### src/rtl/cal_pkg.sv
package cal_pkg;

  localparam int WORD_W   = 32;
  localparam int SEC_W    = 6;
  localparam int MIN_W    = 6;
  localparam int HR_W     = 5;
  localparam int DAY_W    = 5;
  localparam int MON_W    = 4;
  localparam int YR_W     = 6;

  localparam int SEC_LSB  = 0;
  localparam int MIN_LSB  = 8;
  localparam int HR_LSB   = 16;
  localparam int DAY_LSB  = 0;
  localparam int MON_LSB  = 8;
  localparam int YR_LSB   = 16;
  localparam int LEAP_BIT = 22;

  localparam int BUSY_TIME_BIT = 8;
  localparam int BUSY_DATE_BIT = 7;

  localparam logic [1:0] ADDR_CTRL = 2'd0;
  localparam logic [1:0] ADDR_TIME = 2'd1;
  localparam logic [1:0] ADDR_DATE = 2'd2;

  typedef struct packed {
    logic [HR_W-1:0]  hr;
    logic [MIN_W-1:0] min;
    logic [SEC_W-1:0] sec;
  } hms_t;

  typedef struct packed {
    logic             leap;
    logic [YR_W-1:0]  yr;
    logic [MON_W-1:0] mon;
    logic [DAY_W-1:0] day;
  } ymd_t;

  function automatic hms_t hms_from_word(logic [WORD_W-1:0] w);
    hms_t t;
    t.sec = w[SEC_LSB +: SEC_W];
    t.min = w[MIN_LSB +: MIN_W];
    t.hr  = w[HR_LSB  +: HR_W];
    return t;
  endfunction

  function automatic logic [WORD_W-1:0] hms_to_word(hms_t t);
    logic [WORD_W-1:0] w;
    w = '0;
    w[SEC_LSB +: SEC_W] = t.sec;
    w[MIN_LSB +: MIN_W] = t.min;
    w[HR_LSB  +: HR_W]  = t.hr;
    return w;
  endfunction

  function automatic ymd_t ymd_from_word(logic [WORD_W-1:0] w);
    ymd_t d;
    d.day  = w[DAY_LSB +: DAY_W];
    d.mon  = w[MON_LSB +: MON_W];
    d.yr   = w[YR_LSB  +: YR_W];
    d.leap = w[LEAP_BIT];
    return d;
  endfunction

  function automatic logic [WORD_W-1:0] ymd_to_word(ymd_t d);
    logic [WORD_W-1:0] w;
    w = '0;
    w[DAY_LSB +: DAY_W] = d.day;
    w[MON_LSB +: MON_W] = d.mon;
    w[YR_LSB  +: YR_W]  = d.yr;
    w[LEAP_BIT]         = d.leap;
    return w;
  endfunction

  // last day of a month; February depends on the stored leap flag
  function automatic logic [DAY_W-1:0] month_last_day(logic [MON_W-1:0] mon,
                                                       logic leap);
    logic [DAY_W-1:0] n;
    case (mon)
      4'd4, 4'd6, 4'd9, 4'd11: n = DAY_W'(30);
      4'd2:                    n = leap ? DAY_W'(29) : DAY_W'(28);
      default:                 n = DAY_W'(31);
    endcase
    return n;
  endfunction

  // offsets from 1970: a leap year sits at offset = 2 mod 4 in 1970..2033
  function automatic logic leap_of_offset(logic [YR_W-1:0] yr);
    return (yr[1:0] == 2'd2);
  endfunction

endpackage

### src/rtl/cal_commit.sv
module cal_commit #(
  parameter int W     = 17,
  parameter int TICKS = 2
) (
  input  logic         clk,
  input  logic         rst_n,
  input  logic         tick,
  input  logic         wr_req,
  input  logic [W-1:0] wr_val,
  output logic         busy,
  output logic         commit,
  output logic [W-1:0] staged
);

  localparam int CW = (TICKS > 1) ? $clog2(TICKS) : 1;
  localparam logic [CW-1:0] LAST = CW'(TICKS - 1);

  logic [CW-1:0] seen;

  assign commit = busy && tick && (seen == LAST);

  always_ff @(posedge clk) begin
    if (!rst_n) begin
      busy   <= 1'b0;
      seen   <= '0;
      staged <= '0;
    end else if (!busy) begin
      if (wr_req) begin
        busy   <= 1'b1;
        seen   <= '0;
        staged <= wr_val;
      end
    end else if (commit) begin
      busy <= 1'b0;
      seen <= '0;
    end else if (tick) begin
      seen <= seen + CW'(1);
    end
  end

endmodule

### src/rtl/cal_hms.sv
module cal_hms
  import cal_pkg::*;
(
  input  logic clk,
  input  logic rst_n,
  input  logic tick,
  input  logic load,
  input  hms_t load_val,
  output hms_t cur,
  output logic day_carry
);

  logic wrap_s, wrap_m, wrap_h;

  assign wrap_s = (cur.sec >= SEC_W'(59));
  assign wrap_m = (cur.min >= MIN_W'(59));
  assign wrap_h = (cur.hr  >= HR_W'(23));

  assign day_carry = tick && !load && wrap_s && wrap_m && wrap_h;

  always_ff @(posedge clk) begin
    if (!rst_n) begin
      cur <= '0;
    end else if (load) begin
      cur <= load_val;
    end else if (tick) begin
      cur.sec <= wrap_s ? '0 : cur.sec + SEC_W'(1);
      if (wrap_s) begin
        cur.min <= wrap_m ? '0 : cur.min + MIN_W'(1);
        if (wrap_m)
          cur.hr <= wrap_h ? '0 : cur.hr + HR_W'(1);
      end
    end
  end

endmodule

### src/rtl/cal_ymd.sv
module cal_ymd
  import cal_pkg::*;
(
  input  logic clk,
  input  logic rst_n,
  input  logic advance,
  input  logic load,
  input  ymd_t load_val,
  output ymd_t cur
);

  logic            month_end, year_end;
  logic [YR_W-1:0] next_yr;

  assign month_end = (cur.day >= month_last_day(cur.mon, cur.leap));
  assign year_end  = month_end && (cur.mon >= MON_W'(12));
  assign next_yr   = cur.yr + YR_W'(1);

  always_ff @(posedge clk) begin
    if (!rst_n) begin
      cur.day  <= DAY_W'(1);
      cur.mon  <= MON_W'(1);
      cur.yr   <= '0;
      cur.leap <= 1'b0;
    end else if (load) begin
      cur <= load_val;
    end else if (advance) begin
      if (!month_end) begin
        cur.day <= cur.day + DAY_W'(1);
      end else if (!year_end) begin
        cur.day <= DAY_W'(1);
        cur.mon <= cur.mon + MON_W'(1);
      end else begin
        cur.day  <= DAY_W'(1);
        cur.mon  <= MON_W'(1);
        cur.yr   <= next_yr;
        cur.leap <= leap_of_offset(next_yr);
      end
    end
  end

endmodule

### src/rtl/cal_core.sv
module cal_core
  import cal_pkg::*;
#(
  parameter int COMMIT_TICKS = 2
) (
  input  logic        clk,
  input  logic        rst_n,
  input  logic        tick,
  input  logic        bus_wr,
  input  logic [1:0]  bus_addr,
  input  logic [31:0] bus_wdata,
  output logic [31:0] bus_rdata
);

  localparam int HMS_BITS = $bits(hms_t);
  localparam int YMD_BITS = $bits(ymd_t);

  logic wr_time, wr_date;
  logic busy_time, busy_date;
  logic time_commit, date_commit;
  logic day_carry;
  logic [HMS_BITS-1:0] time_stage;
  logic [YMD_BITS-1:0] date_stage;
  hms_t cur_time;
  ymd_t cur_date;
  logic [31:0] time_word, date_word, ctrl_word;

  assign wr_time = bus_wr && (bus_addr == ADDR_TIME);
  assign wr_date = bus_wr && (bus_addr == ADDR_DATE);

  cal_commit #(.W(HMS_BITS), .TICKS(COMMIT_TICKS)) u_time_commit (
    .clk    (clk),
    .rst_n  (rst_n),
    .tick   (tick),
    .wr_req (wr_time),
    .wr_val (HMS_BITS'(hms_from_word(bus_wdata))),
    .busy   (busy_time),
    .commit (time_commit),
    .staged (time_stage)
  );

  cal_commit #(.W(YMD_BITS), .TICKS(COMMIT_TICKS)) u_date_commit (
    .clk    (clk),
    .rst_n  (rst_n),
    .tick   (tick),
    .wr_req (wr_date),
    .wr_val (YMD_BITS'(ymd_from_word(bus_wdata))),
    .busy   (busy_date),
    .commit (date_commit),
    .staged (date_stage)
  );

  cal_hms u_hms (
    .clk       (clk),
    .rst_n     (rst_n),
    .tick      (tick),
    .load      (time_commit),
    .load_val  (hms_t'(time_stage)),
    .cur       (cur_time),
    .day_carry (day_carry)
  );

  cal_ymd u_ymd (
    .clk      (clk),
    .rst_n    (rst_n),
    .advance  (day_carry),
    .load     (date_commit),
    .load_val (ymd_t'(date_stage)),
    .cur      (cur_date)
  );

  always_comb begin
    ctrl_word = '0;
    ctrl_word[BUSY_TIME_BIT] = busy_time;
    ctrl_word[BUSY_DATE_BIT] = busy_date;
  end

  assign time_word = hms_to_word(cur_time);
  assign date_word = ymd_to_word(cur_date);

  always_comb begin
    case (bus_addr)
      ADDR_CTRL: bus_rdata = ctrl_word;
      ADDR_TIME: bus_rdata = time_word;
      ADDR_DATE: bus_rdata = date_word;
      default:   bus_rdata = '0;
    endcase
  end

endmodule

### config.mk
export PLATFORM = sky130hd
export DESIGN_NAME = cal_core
export DESIGN_NICKNAME = d
export VERILOG_FILES = /design/src/rtl/cal_pkg.sv /design/src/rtl/cal_commit.sv /design/src/rtl/cal_hms.sv /design/src/rtl/cal_ymd.sv /design/src/rtl/cal_core.sv
export SDC_FILE = /design/constraint.sdc
export NUM_CORES = 1
export LEC_CHECK = 0
export CAP_MARGIN = 20
export CORE_ASPECT_RATIO = 1.4
export CORE_UTILIZATION = 45
export CTS_CLUSTER_SIZE = 14
export DETAILED_ROUTE_END_ITERATION = 12
export PLACE_DENSITY = 0.69
export SYNTH_ARGS = -nofsm -noshare
export SYNTH_HDL_FRONTEND = slang
export SYNTH_SLANG_ARGS = --single-unit
### constraint.sdc
create_clock -name clk -period 5.9 [get_ports clk]
set_input_delay 1.18 -clock clk [delete_from_list [all_inputs] [get_ports clk]]
set_output_delay 1.18 -clock clk [all_outputs]
set_load 0.005 [all_outputs]
==> results.txt <==
----------------------------------------------------
[Run status]
  Outcome ... completed

[Drt]
  Total routed wirelength ... 9740 um
  Routed vias/inst ... 5.72
  Wire length per cell ... roughly 16 um
  Initial DRT Pass Iterations ... 5
  Total via count after detailed routing ... ~3.5k
  Number of nets with antenna violations after detailed routing ... 0
  Final routed DRC violation total ... 0
  DR iter-0 viols ... 189

[CTS]
  Clock tree from TritonCTS ... yes
  Number of sinks on the clock net ... 70
  Clock-pin slew of the registers on the worst-case setup and hold paths ... 0.07 ns
  Clk buf depth ... 2
  # resized after CTS ... 0
  Clock network latency to the later pin of the worst-skew pair ... 0.33 ns
  Deepest level of the CTS H-tree ... 3
  Post-CTS Setup Inserts ... 0
  Hold buffer count at cts ... 0
  Number of CTS-inserted buffers ... 9
  Master cell of the clock root buffer ... sky130_fd_sc_hd__clkbuf_8

[Synthesis]
  Cells after Synth ... 479
  EDFF count, synth ... 0
  Cell types with the highest counts after synthesis ... sky130_fd_sc_hd__nand2_1 (99), sky130_fd_sc_hd__dfxtp_1 (70), sky130_fd_sc_hd__a21oi_1 (49)
  Top_reg_cell synth ... sky130_fd_sc_hd__dfxtp_1
  Flip-flop and latch count after synthesis ... 70
  Cell taking the most area after synthesis ... sky130_fd_sc_hd__dfxtp_1
  Portion of the post-synthesis area used by sequential elements ... 37.6%
  Fraction of post-synthesis cell area in the top cell type by area ... between 30% and 40%
  Most repeated cell in the gate-level netlist after synthesis ... sky130_fd_sc_hd__nand2_1
  Ys async rst share ... 0%
  Post-synthesis cell type count ... 53
  Mapped Avg Cell Area ... 7.78 sq um
  Ranking of synthesized cells by area ... sky130_fd_sc_hd__dfxtp_1 (38%), sky130_fd_sc_hd__nand2_1 (10%), sky130_fd_sc_hd__a21oi_1 (6.6%), sky130_fd_sc_hd__o21ai_0 (4.7%), sky130_fd_sc_hd__ha_1 (4.0%)
  Mapped cell area ... 3730 sq um
  Syn. warnings ... 0

[GRT]
  Global-route layer with the greatest usage ... met2
  Number of global-route vias before repair ... 3194
  Number of antenna violations at the first check in global routing ... 0
  Global routing usage summed across all routing layers ... 23.7%
  Pin count of the biggest net entering global routing ... 54
  First-pass GRT wire length ... between 15000 and 20000 um
  Met1 usage in global routing ... 29.3%
  Met3 Use GR ... 3.40%
  GR Util met2 ... between 40 and 50%
  Remaining global-route overflow ... 0

[Timing]
  Setup-violating endpoint count in the final report ... 0
  Period Utilization, post-route ... 67.6%
  Number of pins with negative max-slew slack in the final report ... 0
  Actual slew at the worst max-slew pin ... 1.05 ns
  Worst hold-check slack ... about 0.45 ns
  Unrepaired setup endpoints after global routing ... no
  Fin crit period ... ~4.0 ns
  Setup Total Neg Slack ... 0 ns
  Slew margin rel. ... 29.5%
  Layout Skew ... 0.00856 ns
  Final hold violation count ... 0
  Fmax ... 0.251 GHz

[Die]
  Standard-cell rows ... 38
  Horiz. Die Dim ... between 70 and 80 um
  Num ports ... 70
  Area of the placeable core ... about 7900 sq um
  Initial standard-cell utilization of the core ... 47.2%
  Die area ... about 8700 sq um
  Height of the die ... 110 um

[Setup path]
  Arrival time at the worst endpoint ... 2.81 ns
  Launching element type of the critical path ... input port
  Required time of the critical path ... 4.72 ns
  Cell count of the worst reg-to-reg path ... 11
  Setup crit end kind ... output port
  Crit Path Class ... in -> out
  Largest driver fanout on the critical path ... 17

[Final layout]
  Ratio of cells with drive above 1 in the final layout ... around 5.1%
  Antenna cell count ... 0
  Fill cell total of the finished layout ... roughly 800
  Final Core Density ... 54.6%
  Growth of design area from synthesis to finish ... 15.6%
  Total number of nets in the final design ... 556
  Number of cells in the finished layout apart from fillers ... 610

[Place]
  Port Buf Inserts ... 44
  Instance count after placement with tap cells included ... 595
  DPL Wire Length ... slightly below 7000 um
  Final weighted congestion in routability-driven placement ... 0.859

[Hold path]
  Depth of the worst hold-timing path ... 2
  Class of the most critical hold timing path ... reg -> reg

[Run]
  Maxcap violations ... 0

[Power]
  Cell area power density ... around 210 nW/um^2
  Worst ir drop on vdd ... 120 uV
  Pwr Total ... 0.000903 W
  Standby leakage power ... 1.59 nW

----------------------------------------------------
-- registers in the layout, indices dropped and copies added, names as in the netlist --
signal / flops
u_date_commit.staged: 16
u_time_commit.seen: 1
u_date_commit.busy: 1
u_ymd.cur: 16
u_date_commit.seen: 1
u_hms.cur: 17
u_time_commit.staged: 17
u_time_commit.busy: 1
-- per-stage QoR --
stage	worst slack [ns]	instance area (sq um)
2_1_floorplan	2.74	3770
3_3_place_gp	1.94	4140
3_5_place_dp	1.93	4140
4_1_cts	1.93	4310
5_1_grt	1.84	4310
6_report	1.91	4310
-- worst max-delay path, cell delays in order --
cell	delay, ns
sky130_fd_sc_hd__clkdlybuf4s50_1	0.53
sky130_fd_sc_hd__nor2b_1	0.15
sky130_fd_sc_hd__buf_4	0.24
sky130_fd_sc_hd__a22o_1	0.20
sky130_fd_sc_hd__clkdlybuf4s50_1	0.50
-- layer usage --
metal / share of wire (%) / wire [um]
met1: 43 / 4200
met2: 51 / 4940
met3: 4.0 / 385
met4: 2.2 / 214
met5: 0 / 0
-- placed cells by master (no fill, tap or decap), drive strengths merged, types with 3 or more instances in the layout --
cell,n
o31ai,11
ha,12
xor2,4
inv,9
a211oi,6
a21oi,49
conb,12
nor2,21
a21o,3
dfxtp,70
a22oi,4
clkdlybuf4s50,44
and3,8
o211ai,6
a31oi,10
and2,10
nand2,99
a21boi,4
xnor2,3
buf,3
nand3,19
nand2b,3
o21ai,37
mux2i,5
or3,4
a22o,13
clkbuf,14
-- power by group --
| part | switching [W] | internal [W] | leakage (nW) |
|---|---|---|---|
| registers | 0.00000944 | 0.000483 | 0.567 |
| logic | 0.0000399 | 0.0000310 | 0.937 |
| clock network | 0.000166 | 0.000174 | 0.0865 |
-- worst paths after layout --
kind	slack, ns	to	from
setup reg to reg	3.13	u_ymd.cur[14]	u_ymd.cur[5]
setup / recovery	1.91	bus_rdata[20]	bus_addr[1]
hold / removal	0.45	u_date_commit.staged[10]	u_date_commit.staged[10]
hold reg to reg	0.45	u_date_commit.staged[10]	u_date_commit.staged[10]
-- cell type report --
cell class / instances / area, sq um / share of cell area, %
timing repair buffer: 47 / 463 / 10.7
sequential: 70 / 1400 / 32.5
multi-input combinational: 369 / 2120 / 49.1
clock inverter: 1 / 5.00 / 0.116
clock buffer: 14 / 163 / 3.78
inverter: 9 / 33.8 / 0.784
tap: 100 / 125 / 2.90
-- kinds of logic after synthesis --
logic type	synth area share, %
AND/OR/NAND/NOR	22.7
AO/OA/AOI/OAI	25.8
flip-flops	37.6
buffers and inverters	6.71
adder cells (fa/ha/maj)	4.03
XOR/XNOR	1.64
multiplexers	1.34
other	0.101
(Power assumes the default switching activity.)
